### src/rtl/csp_pkg.sv
package csp_pkg;
  localparam int DEF_WORD_W = 16;
  localparam int DEF_ADDR_W = 8;
  localparam int DEF_NCTL   = 4;

  typedef enum logic {
    MODE_SIMPLE = 1'b0,
    MODE_MULTI  = 1'b1
  } port_mode_e;
endpackage

### src/rtl/csp_rx_shift.sv
module csp_rx_shift
  import csp_pkg::*;
#(
  parameter int WORD_W = DEF_WORD_W,
  parameter int ADDR_W = DEF_ADDR_W
) (
  input  logic              clk,
  input  logic              rst,
  input  logic              shift_en,
  input  logic              sdi,
  input  logic              addr_in,
  input  logic              tx_slot,
  output logic [WORD_W-1:0] word_q,
  output logic [ADDR_W-1:0] addr_q,
  output logic              sel_ctl_q,
  output logic              wr_pulse,
  output logic              first_bit,
  output logic              ctl_now
);
  localparam int CNT_W = $clog2(WORD_W + 1);

  logic [CNT_W-1:0]  bitcnt;
  logic [WORD_W-2:0] isr;
  logic [ADDR_W-1:0] asr;
  logic              ctl_seen;
  logic              last_bit;

  assign first_bit = (bitcnt == '0);
  assign last_bit  = shift_en && (bitcnt == CNT_W'(WORD_W - 1));
  // control marking is sticky inside a word, fresh at its first bit
  assign ctl_now   = ~addr_in | (ctl_seen & ~first_bit);

  always_ff @(posedge clk) begin
    if (rst) begin
      bitcnt    <= '0;
      isr       <= '0;
      asr       <= '0;
      ctl_seen  <= 1'b0;
      word_q    <= '0;
      addr_q    <= '0;
      sel_ctl_q <= 1'b0;
      wr_pulse  <= 1'b0;
    end else begin
      wr_pulse <= last_bit;
      if (shift_en) begin
        isr      <= {isr[WORD_W-3:0], sdi};
        bitcnt   <= last_bit ? '0 : bitcnt + CNT_W'(1);
        ctl_seen <= ctl_now;
        if (bitcnt < CNT_W'(ADDR_W) && !tx_slot)
          asr <= {~addr_in, asr[ADDR_W-1:1]};
        if (last_bit) begin
          word_q    <= {isr, sdi};
          addr_q    <= asr;
          sel_ctl_q <= ~addr_in;
        end
      end else begin
        bitcnt   <= '0;
        ctl_seen <= 1'b0;
      end
    end
  end
endmodule

### src/rtl/csp_regfile.sv
module csp_regfile
  import csp_pkg::*;
#(
  parameter int WORD_W = DEF_WORD_W,
  parameter int ADDR_W = DEF_ADDR_W,
  parameter int NCTL   = DEF_NCTL
) (
  input  logic                     clk,
  input  logic                     rst,
  input  logic                     mp_mode,
  input  logic                     wr_pulse,
  input  logic [WORD_W-1:0]        word_q,
  input  logic [ADDR_W-1:0]        addr_q,
  input  logic                     sel_ctl_q,
  input  logic [ADDR_W-1:0]        dac_rx_addr,
  input  logic [NCTL*ADDR_W-1:0]   ctl_rx_addr,
  output logic                     dac_we,
  output logic [NCTL-1:0]          ctl_we,
  output logic [WORD_W-1:0]        dac_reg,
  output logic [NCTL*WORD_W-1:0]   ctl_regs
);
  localparam int IDX_W = (NCTL > 1) ? $clog2(NCTL) : 1;

  logic [IDX_W-1:0]  simple_idx;
  logic [WORD_W-1:0] ctl_wdata;
  logic              found;
  port_mode_e        mode;

  assign mode       = port_mode_e'(mp_mode);
  assign simple_idx = word_q[WORD_W-1 -: IDX_W];
  assign ctl_wdata  = (mode == MODE_MULTI) ? word_q
                    : {{IDX_W{1'b0}}, word_q[WORD_W-IDX_W-1:0]};

  always_comb begin
    dac_we = 1'b0;
    ctl_we = '0;
    found  = 1'b0;
    if (wr_pulse) begin
      if (mode == MODE_SIMPLE) begin
        if (!sel_ctl_q) dac_we = 1'b1;
        else            ctl_we[simple_idx] = 1'b1;
      end else if (addr_q == dac_rx_addr) begin
        dac_we = 1'b1;
      end else begin
        for (int i = 0; i < NCTL; i++) begin
          if (!found && addr_q == ctl_rx_addr[i*ADDR_W +: ADDR_W]) begin
            ctl_we[i] = 1'b1;
            found     = 1'b1;
          end
        end
      end
    end
  end

  always_ff @(posedge clk) begin
    if (rst)         dac_reg <= '0;
    else if (dac_we) dac_reg <= word_q;
  end

  for (genvar g = 0; g < NCTL; g++) begin : g_ctl
    logic [WORD_W-1:0] ctl_r;
    always_ff @(posedge clk) begin
      if (rst)            ctl_r <= '0;
      else if (ctl_we[g]) ctl_r <= ctl_wdata;
    end
    assign ctl_regs[g*WORD_W +: WORD_W] = ctl_r;
  end
endmodule

### src/rtl/csp_tx.sv
module csp_tx
  import csp_pkg::*;
#(
  parameter int WORD_W = DEF_WORD_W,
  parameter int ADDR_W = DEF_ADDR_W
) (
  input  logic              clk,
  input  logic              rst,
  input  logic              mp_mode,
  input  logic              shift_en,
  input  logic              first_bit,
  input  logic              ctl_now,
  input  logic              addr_in,
  input  logic              status_flag,
  input  logic [WORD_W-1:0] adc_word,
  input  logic              tx_slot,
  input  logic [ADDR_W-1:0] tx_addr,
  output logic              sdo,
  output logic              addr_out,
  output logic              addr_oe
);
  localparam int TCNT_W = $clog2(ADDR_W + 1);
  localparam int AIDX_W = (ADDR_W > 1) ? $clog2(ADDR_W) : 1;

  logic [WORD_W-1:0] txsh;
  logic [TCNT_W-1:0] tcnt;
  logic              data_bit;
  logic              in_range;
  port_mode_e        mode;

  assign mode     = port_mode_e'(mp_mode);
  assign data_bit = first_bit ? adc_word[WORD_W-1] : txsh[WORD_W-1];
  assign in_range = (tcnt < TCNT_W'(ADDR_W));

  always_ff @(posedge clk) begin
    if (rst) begin
      txsh     <= '0;
      sdo      <= 1'b0;
      tcnt     <= '0;
      addr_out <= 1'b0;
      addr_oe  <= 1'b0;
    end else begin
      if (shift_en) begin
        txsh <= first_bit ? (adc_word << 1) : (txsh << 1);
        sdo  <= (mode == MODE_SIMPLE && ctl_now) ? status_flag : data_bit;
      end else begin
        sdo  <= (mode == MODE_SIMPLE && !addr_in) ? status_flag : 1'b0;
      end

      if (mode == MODE_MULTI && tx_slot) begin
        addr_oe  <= 1'b1;
        addr_out <= in_range ? ~tx_addr[tcnt[AIDX_W-1:0]] : 1'b1;
        if (in_range) tcnt <= tcnt + TCNT_W'(1);
      end else begin
        addr_oe  <= 1'b0;
        addr_out <= 1'b0;
        tcnt     <= '0;
      end
    end
  end
endmodule

### src/rtl/codec_serial_port.sv
module codec_serial_port
  import csp_pkg::*;
#(
  parameter int WORD_W = DEF_WORD_W,
  parameter int ADDR_W = DEF_ADDR_W,
  parameter int NCTL   = DEF_NCTL
) (
  input  logic                   iock,
  input  logic                   rst,
  input  logic                   mp_mode,
  input  logic                   shift_en,
  input  logic                   sdi,
  input  logic                   addr_in,
  output logic                   addr_out,
  output logic                   addr_oe,
  output logic                   sdo,
  input  logic                   tx_slot,
  input  logic                   status_flag,
  input  logic [WORD_W-1:0]      adc_word,
  input  logic [ADDR_W-1:0]      tx_addr,
  input  logic [ADDR_W-1:0]      dac_rx_addr,
  input  logic [NCTL*ADDR_W-1:0] ctl_rx_addr,
  output logic [WORD_W-1:0]      dac_reg,
  output logic [NCTL*WORD_W-1:0] ctl_regs
);
  logic [WORD_W-1:0] word_q;
  logic [ADDR_W-1:0] addr_q;
  logic              sel_ctl_q;
  logic              wr_pulse;
  logic              first_bit;
  logic              ctl_now;
  logic              dac_we;
  logic [NCTL-1:0]   ctl_we;

  csp_rx_shift #(.WORD_W(WORD_W), .ADDR_W(ADDR_W)) u_rx (
    .clk(iock), .rst(rst), .shift_en(shift_en), .sdi(sdi),
    .addr_in(addr_in), .tx_slot(tx_slot), .word_q(word_q),
    .addr_q(addr_q), .sel_ctl_q(sel_ctl_q), .wr_pulse(wr_pulse),
    .first_bit(first_bit), .ctl_now(ctl_now)
  );

  csp_regfile #(.WORD_W(WORD_W), .ADDR_W(ADDR_W), .NCTL(NCTL)) u_rf (
    .clk(iock), .rst(rst), .mp_mode(mp_mode), .wr_pulse(wr_pulse),
    .word_q(word_q), .addr_q(addr_q), .sel_ctl_q(sel_ctl_q),
    .dac_rx_addr(dac_rx_addr), .ctl_rx_addr(ctl_rx_addr),
    .dac_we(dac_we), .ctl_we(ctl_we), .dac_reg(dac_reg),
    .ctl_regs(ctl_regs)
  );

  csp_tx #(.WORD_W(WORD_W), .ADDR_W(ADDR_W)) u_tx (
    .clk(iock), .rst(rst), .mp_mode(mp_mode), .shift_en(shift_en),
    .first_bit(first_bit), .ctl_now(ctl_now), .addr_in(addr_in),
    .status_flag(status_flag), .adc_word(adc_word), .tx_slot(tx_slot),
    .tx_addr(tx_addr), .sdo(sdo), .addr_out(addr_out), .addr_oe(addr_oe)
  );
endmodule

### config.mk
export PLATFORM = sky130hd
export DESIGN_NAME = codec_serial_port
export DESIGN_NICKNAME = d
export VERILOG_FILES = /design/src/rtl/csp_pkg.sv /design/src/rtl/csp_rx_shift.sv /design/src/rtl/csp_regfile.sv /design/src/rtl/csp_tx.sv /design/src/rtl/codec_serial_port.sv
export SDC_FILE = /design/constraint.sdc
export NUM_CORES = 1
export LEC_CHECK = 0
export ABC_AREA = 1
export BUFFER_PORTS_ARGS = -buffer_cell sky130_fd_sc_hd__buf_2
export CORE_MARGIN = 2
export CORE_UTILIZATION = 55
export CTS_CLUSTER_SIZE = 25
export DETAILED_ROUTE_END_ITERATION = 16
export PLACE_DENSITY = 0.81
export REMOVE_ABC_BUFFERS = 1
export SYNTH_ARGS = -nofsm -noshare
export SYNTH_HDL_FRONTEND = slang
export SYNTH_HIERARCHICAL = 1
export SYNTH_SLANG_ARGS = --single-unit
### constraint.sdc
create_clock -name iock -period 2.05 [get_ports iock]
set_input_delay 0.41 -clock iock [delete_from_list [all_inputs] [get_ports iock]]
set_output_delay 0.41 -clock iock [all_outputs]
set_load 0.02 [all_outputs]
==> After elaboration in Yosys (flattened, before gate mapping) <==
Cells that the tools add are included.
{ "word_totals": {"latchBits": 0, "reg_bits": 158, "memories": 0, "mem_bits_ro": 0, "ram_bits": 0} }
{ "op_classes": {"n_lt_le_gt_ge": 5, "div": 0, "n_eq_ne": 6, "bitwise_logic": 8, "addsub": 2, "n_mul": 0, "shift": 0, "reduce_logical": 20, "n_mux": 35} }
{ "ops": {"columns": ["cell", "n"], "rows": [
  ["$eq 8x8->1", 5],
  ["$mux 16", 2],
  ["$mux 1", 27],
  ["$mux 4", 4],
  ["$logic_and 1x1->1", 9],
  ["$not 1->1", 6],
  ["$add 5x1->5 const B", 1],
  ["$eq 5x4->1 const B", 1],
  ["$logic_not 1->1", 5],
  ["$logic_not 5->1", 1],
  ["$lt 5x4->1 const B", 1],
  ["$add 4x1->4 const B", 1],
  ["$lt 3x4->1 const B", 1],
  ["$lt 4x4->1 const B", 1],
  ["$reduce_and 2->1", 2],
  ["$reduce_or 2->1", 2],
  ["$bmux 1 s3", 1],
  ["$lt 2x3->1 const B", 1],
  ["$reduce_or 3->1", 1],
  ["$demux 1 s2", 1],
  ["$ge 2x1->1 const B", 1],
  ["$and 1x1->1", 1],
  ["$or 1x1->1", 1]
]} }

==> Longest topological paths before layout <==
{ "logic_depth": {"ltp_word": 23, "mapped_depth": 15, "mapped_depth_nobuf": 13} }

==> By module <==
Netlist, hierarchy kept.
{ "by_module_without_submodules": {"columns": ["mod", "cells_each", "seq_area_each_um2", "area_each_um2", "instances"], "rows": [
  ["csp_regfile", 606, 1601.5, 4156.5, 1],
  ["csp_rx_shift", 236, 1101.1, 1978.1, 1],
  ["csp_tx", 155, 440.4, 1061.0, 1]
]} }

==> Worst setup path after synthesis <==
Ideal clock, no wire load.
{ "synth_path": {"kind": "input -> register", "from": "input port mp_mode", "to": "register u_rf.g_ctl[3].ctl_r[10]", "path_buffers": 2, "t_required_ns": 1.935, "path_slack_ns": 0.537, "cell_stages": 7, "arrival_time_ns": 1.398, "cell_sequence": "buf_2 inv_1 a21oi_1 buf_2 nand3_1 nand2_1 nor2_1"} }
{ "synth_via": {"elab_chain_cells": 2} }
{ "synth_lines": {"columns": ["item", "line_no", "source"], "rows": [
  ["start: declaration", "codec_serial_port.sv:10", "input logic mp_mode,"],
  ["$mux 4", "csp_regfile.sv:39", "if (mode == MODE_SIMPLE) begin"],
  ["$mux 4", "csp_regfile.sv:38", "if (wr_pulse) begin"],
  ["end signal: assignment", "csp_regfile.sv:64", "else if (ctl_we[g]) ctl_r <= ctl_wdata;"],
  ["end: declaration", "csp_regfile.sv:61", "logic [WORD_W-1:0] ctl_r;"]
]} }
Every way passes these cells.
A chain may end at the register's enable or synchronous reset.

==> Worst setup path in the final report <==
{ "layout_path": {"from": "register u_rx.addr_q[3]", "to": "register u_rf.g_ctl[0].ctl_r[6]"} }
{ "layout_via": {"elab_chain_cells": 5, "word_cells_on_any_way": 6, "cone_classes": "2 x eq/ne; 4 x mux"} }
{ "layout_lines": {"columns": ["item", "line_no", "source"], "rows": [
  ["start: declaration", "csp_rx_shift.sv:14", "output logic [ADDR_W-1:0] addr_q,"],
  ["start signal: assignment", "csp_rx_shift.sv:53", "addr_q <= asr;"],
  ["$eq 8x8->1", "csp_regfile.sv:46", "if (!found && addr_q == ctl_rx_addr[i*ADDR_W +: ADDR_W]) begin"],
  ["$mux 1", "csp_regfile.sv:46", null],
  ["$mux 4 (*)", "csp_regfile.sv:42", "end else if (addr_q == dac_rx_addr) begin"],
  ["$mux 4 (*)", "csp_regfile.sv:39", null],
  ["$mux 4 (*)", "csp_regfile.sv:38", null],
  ["net ctl_we[0]", "codec_serial_port.sv:33", "logic [NCTL-1:0] ctl_we;"],
  ["end signal: assignment", "csp_regfile.sv:64", null],
  ["end: declaration", "csp_regfile.sv:61", null]
]} }
The timed path passes the listed nets; every way through them passes the cells marked *.

==> impl_metrics.toml <==
[drt]
routed_wl_um = 16900
drc = 0
firstDrtPassIters = 5
vias = 6675
drtIter0Drc = 612
antenna_left = 0
wl_per_cell_um = 12.9
via_per_inst = 5.10

[sta]
slew_headroom = 0.738
clock-skew-final_ps = 6.88
setup_ws_ps = 204
finalCriticalPeriod_ps = 1850
worstMarginPinSlew_ps = 393
hold_viol_final = 0
maxClockFrequency_mhz = 542
drv_slew = 0
finalCritPeriodShare = 0.901
rsz0062_at_grt = "false"
finalSetupTns_ps = 0
finalSetupViolCount = 0

[grt]
grt.met1_usage = 0.303
grt_util_met2 = 0.393
antenna_found_initial = 0
grt-ovfl-total = 0
grt_pass1_vias = 5990
grt_pass1_wl_um = 27700
top_usage_layer = "met2"
grt_use_met3 = 0.0627
grt_start_max_net_pins = 43
track_usage = 0.240

[power]
ir_drop_mv = 0.694
p_leak_nw = 4.09
powerDensity_nw_per_um2 = 775

[synthesis]
syn_inst = 994
netlist_area_um2 = 7180
avgSynthCellArea_um2 = 7.22
ys_warn_count = 6

[floorplanning]
io_pins = 155
initial_core_util = 0.567
die-width_um = 118
coreArea_um2 = 12700
die-area_um2 = 14000
core.rowCount = 41
die_h_um = 118

[setup_path]
worstPathMaxFanout = 32
crit_slowest_cell = "dfxtp_1"
worst_ep_arrival_time_ps = 2190
r2r_setup_slack_ps = 200
crit_path_cell_trace = "xnor2_1, nand2_1, nor2_1, nand2_2, nand2_1, nand3_1, inv_4, o21ai_0, a21oi_1"
worst_setup_path_end_kind = "flip-flop"
crit_type = "flip-flop to flip-flop"
crit_top_cell = "nand2_1"
required_ps = 2400
max_stage_delay_ps = 560
start_kind = "flip-flop"

[flow_run]
max_cap_violations = 0

[clock_network]
ctsLongestPathBuffers = 2
cts_tree = "yes"
path_clk_slew_ps = 60
htreeDepth = 4
numCtsBuffers = 17
ctsHoldBuffers = 0
cts_setup_buffers = 0
cts-root-buf = "clkbuf_16"
clk_latency_ps = 420
clock-sinks = 157

[finish]
largest_reg_flops = 64
drive_gt1_frac = 0.227
fin_cells = 1309
areaGrowthSynthToFinish_pct = 19.0
nets = 1201
num_antenna_cells = 0

[place]
place_congestion = 0.890
io_buffers = 154
dp_slack_ps = 111
dp_hpwl_um = 11600
dpl.cell_count = 1277

[min_path]
hold_path_class = "input pin to flip-flop"

[status]
outcome = "completed"
## placed cells by master (no fill, tap or decap), types with 5 or more instances in the layout
| cell type | count |
|---|---|
| nand2_1 | 200 |
| dfxtp_1 | 156 |
| buf_2 | 154 |
| nor2_1 | 153 |
| inv_1 | 94 |
| a21oi_1 | 84 |
| nand3_1 | 71 |
| o21ai_0 | 51 |
| o21ai_1 | 24 |
| nand2_2 | 18 |
| clkbuf_16 | 17 |
| xnor2_1 | 17 |
| inv_2 | 15 |
| o211ai_1 | 14 |
| buf_4 | 8 |
| buf_12 | 6 |
| clkinv_2 | 5 |
| a21oi_2 | 5 |
## routing by layer
metal	share of wire	vias up
met1	0.45	3043
met4	0.019	0
li1	-	3407
met2	0.48	199
met5	0	-
met3	0.055	26
## stage by stage
stage | instance area, um^2 | utilization | hold WS, ps | power [W]
6_report | 8540 | 0.674 | 237 | 0.00661
5_1_grt | 8540 | 0.674 | 246 | 0.00687
4_1_cts | 8520 | 0.672 | 226 | 0.00665
3_5_place_dp | 7950 | 0.627 | 447 | 0.00363
3_3_place_gp | 7950 | 0.627 | 440 | 0.00362
2_1_floorplan | 6770 | - | 432 | 0.00345
## where the power goes
part           internal [W]  leakage (nW)  switching [W]
Combinational      0.000178          2.54       0.000266
Clock               0.00179         0.275        0.00126
Sequential          0.00310          1.27      0.0000274
Total               0.00507          4.09        0.00155
## final cells by class
| class | instances | area (um^2) |
|---|---|---|
| clock buffers | 17 | 425 |
| clock inverters | 14 | 146 |
| fillers | 1137 | 4130 |
| inverters | 114 | 437 |
| multi-input cells | 667 | 3220 |
| flip-flops and latches | 157 | 3140 |
| well taps | 172 | 215 |
| repair buffers | 168 | 951 |
## worst paths after layout
kind | startpoint | endpoint | cells past startpoint
max | u_rx/addr_q[3] | u_rf/g_ctl[0].ctl_r[6] | 9
min | sdi | u_rx/isr[0] | 3
max reg2reg | u_rx/addr_q[3] | u_rf/g_ctl[0].ctl_r[6] | 9
min reg2reg | u_rx/isr[14] | u_rx/word_q[15] | 2
## repair_timing
action | in CTS | in global routing
resized for setup | 0 | 5
endpoints found under the setup margin | 0 | 28
endpoints found under the hold margin | 0 | 0
## worst max-delay path: cells and delay by family (launching register included)
kind,cells,cell delay [ps]
buf+inv,1,250
simple gates,5,490
compound gates,2,300
flops,1,560
xor+xnor,1,170
No activity file was read; power rests on OpenSTA's default activity.
